### src/rtl/rti_pkg.sv
package rti_pkg;
  localparam int PRE_W = 3;
  localparam int MOD_W = 4;
  localparam int CTL_W = 8;

  typedef struct packed {
    logic             spare;
    logic [PRE_W-1:0] pre;
    logic [MOD_W-1:0] modv;
  } rti_ctl_t;
endpackage

### src/rtl/rti_gate.sv
module rti_gate (
  input  logic osc_en,
  input  logic pre_on,
  input  logic stop_mode,
  input  logic pstop_mode,
  input  logic keep_in_pstop,
  input  logic wait_mode,
  input  logic stop_in_wait,
  output logic cnt_en
);
  logic frozen;

  always_comb begin
    frozen = stop_mode
           | (pstop_mode & ~keep_in_pstop)
           | (wait_mode & stop_in_wait);
    cnt_en = osc_en & pre_on & ~frozen;
  end
endmodule

### src/rtl/rti_prescaler.sv
module rti_prescaler
  import rti_pkg::*;
#(
  parameter int DIV_LOG2 = 10
) (
  input  logic             clk,
  input  logic             rst,
  input  logic             cnt_en,
  input  logic             restart,
  input  logic [PRE_W-1:0] sel,
  output logic             tick
);
  localparam int CNT_W = DIV_LOG2 + (1 << PRE_W) - 2;

  logic [CNT_W-1:0] cnt;
  logic [CNT_W-1:0] mask;
  logic             sel_on;

  // Bit i belongs to the tap when i < DIV_LOG2-1+sel
  always_comb begin
    sel_on = (sel != '0);
    mask   = '0;
    for (int i = 0; i < CNT_W; i++) begin
      mask[i] = sel_on && (i < (DIV_LOG2 - 1 + int'(sel)));
    end
    tick = cnt_en && !restart && sel_on && ((cnt & mask) == mask);
  end

  always_ff @(posedge clk) begin
    if (rst || restart || !sel_on) begin
      cnt <= '0;
    end else if (tick) begin
      cnt <= '0;
    end else if (cnt_en) begin
      cnt <= cnt + 1'b1;
    end
  end

  // A cycle that is not a counting cycle leaves the prescaler untouched
  assert_frozen_hold_R6: assert property (@(posedge clk) disable iff (rst)
    (!cnt_en && !restart && sel_on) |=> $stable(cnt));

  // A zero prescale field keeps the counter at zero
  assert_off_zero_R5: assert property (@(posedge clk) disable iff (rst)
    (!sel_on && !restart) |=> (cnt == '0));
endmodule

### src/rtl/rti_modulus.sv
module rti_modulus
  import rti_pkg::*;
(
  input  logic             clk,
  input  logic             rst,
  input  logic             restart,
  input  logic             step,
  input  logic [MOD_W-1:0] limit,
  output logic             timeout
);
  logic [MOD_W-1:0] cnt;

  always_comb timeout = step && (cnt == limit);

  always_ff @(posedge clk) begin
    if (rst || restart) begin
      cnt <= '0;
    end else if (timeout) begin
      cnt <= '0;
    end else if (step) begin
      cnt <= cnt + 1'b1;
    end
  end

  // The counter never runs past the programmed modulus
  assert_cnt_in_range_R2: assert property (@(posedge clk) disable iff (rst)
    1'b1 |=> (cnt <= limit));

  // After a restart the modulus counter starts at zero
  assert_restart_zero_R4: assert property (@(posedge clk) disable iff (rst)
    restart |=> (cnt == '0));
endmodule

### src/rtl/rti_timer.sv
module rti_timer
  import rti_pkg::*;
#(
  parameter int DIV_LOG2 = 10
) (
  input  logic             clk,
  input  logic             rst,
  input  logic             osc_en,
  input  logic             ctl_we,
  input  logic [CTL_W-1:0] ctl_wdata,
  input  logic             flag_clr,
  input  logic             irq_en,
  input  logic             stop_mode,
  input  logic             pstop_mode,
  input  logic             keep_in_pstop,
  input  logic             wait_mode,
  input  logic             stop_in_wait,
  output logic             tmo_flag,
  output logic             irq
);
  rti_ctl_t ctl;
  logic     cnt_en;
  logic     pre_tick;
  logic     timeout;
  logic     flag_nxt;

  always_ff @(posedge clk) begin
    if (rst) begin
      ctl <= '0;
    end else if (ctl_we) begin
      ctl <= rti_ctl_t'(ctl_wdata);
    end
  end

  rti_gate u_gate (
    .osc_en        (osc_en),
    .pre_on        (ctl.pre != '0),
    .stop_mode     (stop_mode),
    .pstop_mode    (pstop_mode),
    .keep_in_pstop (keep_in_pstop),
    .wait_mode     (wait_mode),
    .stop_in_wait  (stop_in_wait),
    .cnt_en        (cnt_en)
  );

  rti_prescaler #(.DIV_LOG2(DIV_LOG2)) u_pre (
    .clk     (clk),
    .rst     (rst),
    .cnt_en  (cnt_en),
    .restart (ctl_we),
    .sel     (ctl.pre),
    .tick    (pre_tick)
  );

  rti_modulus u_mod (
    .clk     (clk),
    .rst     (rst),
    .restart (ctl_we),
    .step    (pre_tick),
    .limit   (ctl.modv),
    .timeout (timeout)
  );

  // A timeout has priority over a clear
  always_comb begin
    if (timeout)       flag_nxt = 1'b1;
    else if (flag_clr) flag_nxt = 1'b0;
    else               flag_nxt = tmo_flag;
  end

  always_ff @(posedge clk) begin
    if (rst) begin
      tmo_flag <= 1'b0;
      irq      <= 1'b0;
    end else begin
      tmo_flag <= flag_nxt;
      irq      <= irq_en & flag_nxt;
    end
  end

  assert_flag_sticky_R9: assert property (@(posedge clk) disable iff (rst)
    (tmo_flag && !flag_clr) |=> tmo_flag);

  assert_set_wins_R9: assert property (@(posedge clk) disable iff (rst)
    timeout |=> tmo_flag);

  assert_irq_follows_R10: assert property (@(posedge clk) disable iff (rst)
    1'b1 |=> (irq == ($past(irq_en) && tmo_flag)));

  assert_no_flag_when_off_R5: assert property (@(posedge clk) disable iff (rst)
    (ctl.pre == '0 && !tmo_flag) |=> !tmo_flag);
endmodule

### config.mk
export PLATFORM = sky130hd
export DESIGN_NAME = rti_timer
export DESIGN_NICKNAME = d
export VERILOG_FILES = /design/src/rtl/rti_pkg.sv /design/src/rtl/rti_gate.sv /design/src/rtl/rti_prescaler.sv /design/src/rtl/rti_modulus.sv /design/src/rtl/rti_timer.sv
export SDC_FILE = /design/constraint.sdc
export NUM_CORES = 1
export LEC_CHECK = 0
export CAP_MARGIN = 0
export CORE_MARGIN = 2
export CORE_UTILIZATION = 55
export CTS_BUF_LIST = sky130_fd_sc_hd__clkbuf_2
export CTS_CLUSTER_SIZE = 28
export DETAILED_ROUTE_END_ITERATION = 12
export DONT_BUFFER_PORTS = 1
export HOLD_SLACK_MARGIN = 0.02
export PLACE_DENSITY_LB_ADDON = 0.3
export SETUP_SLACK_MARGIN = 0.5
export SLEW_MARGIN = 20
export SYNTH_ARGS = -nofsm -noshare
export SYNTH_HDL_FRONTEND = slang
export SYNTH_SLANG_ARGS = --single-unit
### constraint.sdc
create_clock -name clk -period 2.5 [get_ports clk]
set_input_delay 0.125 -clock clk [delete_from_list [all_inputs] [get_ports clk]]
set_output_delay 0.125 -clock clk [all_outputs]
set_load 0.03 [all_outputs]
==> results of run 1 <==
-- area by class of cell --
type | count | area [sq um] | area share (%)
multi-input combinational | 132 | 1010 | 51.4
sequential | 29 | 588 | 29.8
timing repair buffer | 27 | 245 | 12.4
clock inverter | 3 | 41.3 | 2.09
tap | 30 | 37.5 | 1.90
clock buffer | 5 | 25.0 | 1.27
inverter | 6 | 22.5 | 1.14
-- cell usage after synthesis, types with 3 or more instances --
master    count  area share, %
a21oi_1       7            2.3
buf_2         3            1.0
dfxtp_1      29             39
ha_1          6            5.0
inv_1         6            1.5
mux2i_1       8            5.4
nand2_1       9            2.3
nand2b_1      4            1.7
nand3_1       5            1.7
nand4_1       3            1.3
nor2_1       32            8.0
nor2b_1       7            2.9
nor3_1        5            1.7
xnor2_1       9            5.3
xor2_1        9            5.3
-- through the flow --
step	instance area, sq um	cells	power [W]
3_3_place_gp	1570	198	0.000554
2_1_floorplan	1560	171	0.000549
6_report	1970	232	0.000956
4_1_cts	1910	230	0.000936
3_5_place_dp	1570	198	0.000558
5_1_grt	1970	232	0.000984
-- registers in the layout, summed over array words and instances (netlist names) --
| register | count |
|---|---|
| u_mod.cnt | 4 |
| irq | 1 |
| ctl | 7 |
| u_pre.cnt | 16 |
| tmo_flag | 1 |
-- per-layer routing --
metal	up-vias	part of all wire, %	GRT usage, %	wire length [um]
met1	697	40	32.3	1700
met4	0	2.4	10.2	104
li1	652	-	-	-
met2	83	51	43.9	2170
met5	-	0	0	0
met3	15	7.3	7.67	313
-- power by group --
group          switching (W)  internal (W)  leakage, nW
clock network       0.000185      0.000166       0.0366
logic              0.0000600     0.0000685        0.406
registers         0.00000795      0.000469        0.236
-- worst paths after layout --
| kind | end | slack (ns) | from |
|---|---|---|---|
| hold / removal | u_pre.cnt[1]$_SDFFE_PP0P_ | 0.14 | stop_mode |
| hold reg to reg | u_mod.cnt[3]$_SDFFE_PP0P_ | 0.54 | u_mod.cnt[3]$_SDFFE_PP0P_ |
| setup reg to reg | u_mod.cnt[2]$_SDFFE_PP0P_ | 0.22 | ctl[5]$_SDFFE_PP0P_ |
| setup / recovery | u_mod.cnt[2]$_SDFFE_PP0P_ | 0.22 | ctl[5]$_SDFFE_PP0P_ |
-- worst min-delay path: stages --
cell	delay (ns)
nor2b_1	0.04
nand4_2	0.12
nand2_1	0.07
a21oi_1	0.13
-- timing repair --
| action | 4_1_cts | 5_1_grt |
|---|---|---|
| resized for setup | 11 | 11 |
| setup endpoints to repair | 22 | 22 |
| buffers inserted | 7 | 1 |
| gates cloned | 0 | 1 |
| pin swaps | 10 | 10 |
| hold buffers | 17 | 0 |
| hold endpoints to repair | 13 | 0 |
-- kinds of logic after synthesis --
logic type | count (synthesis) | synth area share (%)
flip-flops | 29 | 38.8
buffers and inverters | 11 | 3.26
AND/OR/NAND/NOR | 81 | 28.3
multiplexers | 8 | 5.35
adder cells (fa/ha/maj) | 6 | 5.02
AO/OA/AOI/OAI | 18 | 8.78
XOR/XNOR | 18 | 10.5
==> metrics.txt, run 1 <==
status=completed; critical path cell sequence=ha_4 > ha_4 > nand4b_1 > a2111oi_2 > a21oi_2 > and2_1 > or4_1 > a21oi_1; DRT iter0 DRCs=87; Critical Path AT=about 2.6 ns; max-slew violations=0; Root Buffer=clkbuf_2; WHS=between 0.1 and 0.15 ns; Primary FF master, synth=dfxtp_1; H-tree lvl count=2; post-synthesis sequential area ratio=a little under 40%; Cell Area, Synth=roughly 1500 sq um; via count of the first global-routing pass=approximately 1400; unique cell type count in the Yosys netlist=40; area of the core=about 2500 sq um; most frequent CP cell=ha_4; Die Y=56.2 um; final setup violation count=0; pre-CTS WS=~0.095 ns; WHS Path Cells=4; setup TNS=0 ns; Worst R2R Path Depth=8; Final period util=approximately nine tenths; async set-reset flop share out of synthesis=0%; final hold viol count=0; clock skew=0.0168 ns; cell leakage power=around 0.68 nW; Die Wd=about 56 um; Max-Slew Margin vs Limit=about 75%; Max Root-Sink Buffers=2; initial cell density of the core=59.3%; # Max-Cap Violations=0; drt pass-1 iters=4; final core occ=between 70% and 80%; filler cell count=~160; first-pass GRT wire length=approximately 6500 um; Worst-Skew Late Latency=0.39 ns; Post-DRT Antenna Nets=0; CP max FO=4; Site Rows=18; PwrDens=a little under 500 nW/um^2; CP Class=reg -> reg; Setup WS post-layout=between 0.2 and 0.25 ns; worst ir drop on vdd=approximately 0.52 mV; DRC Markers=0; vias per inst=just over 6; Req. time, crit path=roughly 2.8 ns; Synth Instances=171; Syn Nets=approximately 200; RSZ-0062 raised after global routing=true; CTS tree=done; GRT Overall Usage=approximately a quarter; crit start category=flip-flop; Antenna Cells=0; via count=between 1000 and 1500; Top Ports=21; placed wire-length estimate=2150 um; CP top delay family=simple AND/OR/NAND/NOR gates; synth warn=0; die area=between 3000 and 4000 sq um; Port Buf Inserts=0; EDFF count, synth=0; fmax=439 MHz; Avg Inst Size Synth=8.75 sq um; delay of the slowest critical-path stage=between 0.5 and 0.6 ns; number of stages on the worst setup path=8; GR Overflow Total=0; min cycle time layout=between 2 and 2.5 ns; crit path max-delay cell type=or4_1; Worst-Margin Slew=approximately 0.37 ns; Total Routed Length=between 4000 and 5000 um; share of cells above drive strength 1=around 22%; synthesis-stage register bit count=29; # nets final=approximately 230; Inserted Clock Buffers=5; routability cong.=~0.81; Worst Path Buf+Inv=0; Sink Count=29; area delta synth->final=31.9%; largest net degree at the start of global routing=17; initial antenna violation count=0; routed length per instance=~18 um; most frequent cells in the layout=nor2_1 (27), dfxtp_1 (27), dlygate4sd3_1 (17); class of the worst hold path=in -> reg; Clock transition at path regs=about 0.16 ns; Setup crit end kind=flip-flop
Note: power is estimated with default switching activity, not from simulation.
==> run 2, diff against run 1 <==
--- a/config.mk
+++ b/config.mk
@@ -7,7 +7,7 @@
 export LEC_CHECK = 0
 export CAP_MARGIN = 0
 export CORE_MARGIN = 2
-export CORE_UTILIZATION = 55
+export CORE_UTILIZATION = 65
 export CTS_BUF_LIST = sky130_fd_sc_hd__clkbuf_2
 export CTS_CLUSTER_SIZE = 28
 export DETAILED_ROUTE_END_ITERATION = 12
==> run 2 against run 1 <==
- total power is 9.4% lower
- wire length is 28% higher
- global-route usage is 11 points higher
- non-clock buffer count up 4
- highest routed layer unchanged
- critical path type unchanged
- largest cell class unchanged
==> metrics.txt, run 2 (synthesis results as in run 1) <==
share of cells above drive strength 1=29.1% (+6.8 points); Largest Register=u_pre.cnt; final setup violation count=0 (unchanged); CP max FO=5 (+1); filler-free cell count of the finished design=234 (+0.86%); Root Buffer=clkbuf_2; Max Root-Sink Buffers=2 (unchanged); filler cell count=77 (-52%); largest net degree at the start of global routing=17 (unchanged); H-tree lvl count=2 (unchanged); max-slew violations=0 (unchanged); fmax=429 MHz (-2.2%); Max-Slew Margin vs Limit=71.0% (-3.8 points); CP Class=reg -> reg; WHS Path Cells=3 (-1); Comb power frac=16.6% (+3.2 points); Post-DRT Antenna Nets=0 (unchanged); Req. time, crit path=2.82 ns (-0.02 ns); Inserted Clock Buffers=5 (unchanged); Antenna Cells=0 (unchanged); Sink Count=29 (unchanged); DP Area=1570 sq um (-0.16%); worst flop-to-flop path startpoint=ctl[5]$_SDFFE_PP0P_; DRC Markers=0 (unchanged); clock network power share=28.2% (-8.5 points); Total Routed Length=5500 um (+28%); pre-CTS WS=0.0306 ns (-0.0649 ns); end of the critical path=irq$_SDFF_PP0_; final hold viol count=0 (unchanged); Critical Path AT=2.65 ns (+0.04 ns); Clock transition at path regs=0.17 ns (about the same); Worst R2R Path Depth=10 (+2); area of the multi-input gates=1060 sq um (+4.3%); Setup WS post-layout=0.169 ns (-0.0522 ns); Die Wd=52.0 um (-7.4%); Final period util=93.2% (+2.1 points); # Max-Cap Violations=0 (unchanged); cell leakage power=0.694 nW (+2.1%); Post-Place Cells=196 (-1.0%); worst ir drop on vdd=0.476 mV (-9.1%); WHS=0.0880 ns (-0.0531 ns); sw power=0.000264 W (+4.3%); PwrDens=429 nW/um^2 (-11%); area delta synth->final=34.8%; most frequent cells in the layout=dfxtp_1 (27), nor2_1 (19), dlygate4sd3_1 (16); initial cell density of the core=68.3% (+9.0 points); Worst-Skew Late Latency=0.38 ns (about the same); clock skew=0.0147 ns (-0.00212 ns); Die Y=52.0 um (-7.4%); min cycle time layout=2.33 ns (+0.0522 ns); routed length per instance=23.5 um (+27%); crit start category=flip-flop; setup TNS=0 ns (unchanged); Worst-Margin Slew=0.433 ns (+0.0592 ns); GR Overflow Total=0 (unchanged); register-to-register setup slack=0.17 ns (-0.05 ns); DRT iter0 DRCs=110 (+26%); area of the core=2190 sq um (-13%); initial antenna violation count=0 (unchanged); routability cong.=0.844 (+3.7%); GRT Overall Usage=37.4% (+11 points); Top Ports=21 (unchanged); Post-Layout Inst Area=2020 sq um (+2.2%); die area=2700 sq um (-14%); Seq pwr share=55.2% (+5.3 points); drt pass-1 iters=6 (+2); # nets final=230 (+1.8%); max FFs per register=16 (unchanged); internal power=0.000602 W (-14%); placed wire-length estimate=2130 um (-0.94%); via count of the first global-routing pass=1417 (+1.9%); Reg area=588 sq um (unchanged); r2r endpoint=irq$_SDFF_PP0_; vias per inst=6.67 (+7.0%); switching share of power=30.5% (+4.0 points); class of the worst hold path=in -> reg; Site Rows=17 (-1); status=completed; via count=1561 (+7.9%); Setup crit end kind=flip-flop; CTS tree=done; CP startpoint=ctl[5]$_SDFFE_PP0P_; RSZ-0062 raised after global routing=true; commonest non-fill, non-tap cell in the layout=dfxtp_1; top flop regs=u_pre.cnt (16), ctl (7), u_mod.cnt (4); Port Buf Inserts=0 (unchanged); first-pass GRT wire length=7070 um (+9.0%)
run 2: changes by cell type in the layout (fill, tap and decap cells not counted), sizes merged:
cell         delta
bufinv          -1
clkinvlp        -1
buf             +5
clkinv          +2
dlygate4sd3     -1
run 2: metrics by stage:
stage / power (W) / util (%)
2_1_floorplan: 0.000549 / -
3_3_place_gp: 0.000553 / 71.7
3_5_place_dp: 0.000557 / 71.7
4_1_cts: 0.000814 / 86.9
5_1_grt: 0.000881 / 92.1
6_report: 0.000866 / 92.1
run 2: worst max-delay path: stages, from the launching register on:
cell and delay, ns:
dfxtp_4 0.41, ha_4 0.17, ha_4 0.17, nand4b_1 0.29, a2111oi_4 0.35, a21oi_2 0.13, buf_4 0.17, a21oi_4 0.17
buf_6 0.15, a21oi_2 0.08, nor3b_2 0.17
run 2: worst min-delay path by stage:
stage                               end  slack, ns          from
floorplan           ctl[5]$_SDFFE_PP0P_       0.27  ctl_wdata[5]
global placement    ctl[5]$_SDFFE_PP0P_       0.19           rst
detailed placement  ctl[5]$_SDFFE_PP0P_       0.19           rst
CTS                      irq$_SDFF_PP0_       0.03      flag_clr
global route             irq$_SDFF_PP0_       0.09      flag_clr
finish                   irq$_SDFF_PP0_       0.09      flag_clr
run 2: final cells by class:
class | count | share of cell area, %
clock buffer | 5 | 1.24
clock inverter | 3 | 0.620
inverter | 6 | 1.12
multi-input combinational | 132 | 52.4
sequential | 29 | 29.2
tap | 28 | 1.74
timing repair buffer | 31 | 13.7
run 2: timing repair:
action / 4_1_cts / 5_1_grt
hold endpoints to repair: 13 / 0
gates cloned: 0 / 1
setup endpoints to repair: 22 / 22
setup buffers: 9 / 4
hold buffers: 16 / 0
gates resized for setup: 14 / 21
pin swaps: 11 / 15
run 2: metal layers:
metal,GRT usage [%],vias to the layer above,part of all wire (%)
li1,-,658,-
met1,43.7,715,35
met2,59.9,148,46
met3,8.91,40,12
met4,25.9,0,6.7
met5,0,-,0
run 2: power groups by stage:
stage | Clock [W] | Combinational (W) | Sequential [W]
floorplan | 0 | 0.0000645 | 0.000485
global placement | 0 | 0.0000669 | 0.000486
detailed placement | 0 | 0.0000704 | 0.000487
CTS | 0.000226 | 0.000112 | 0.000476
global route | 0.000254 | 0.000148 | 0.000479
finish | 0.000244 | 0.000144 | 0.000478
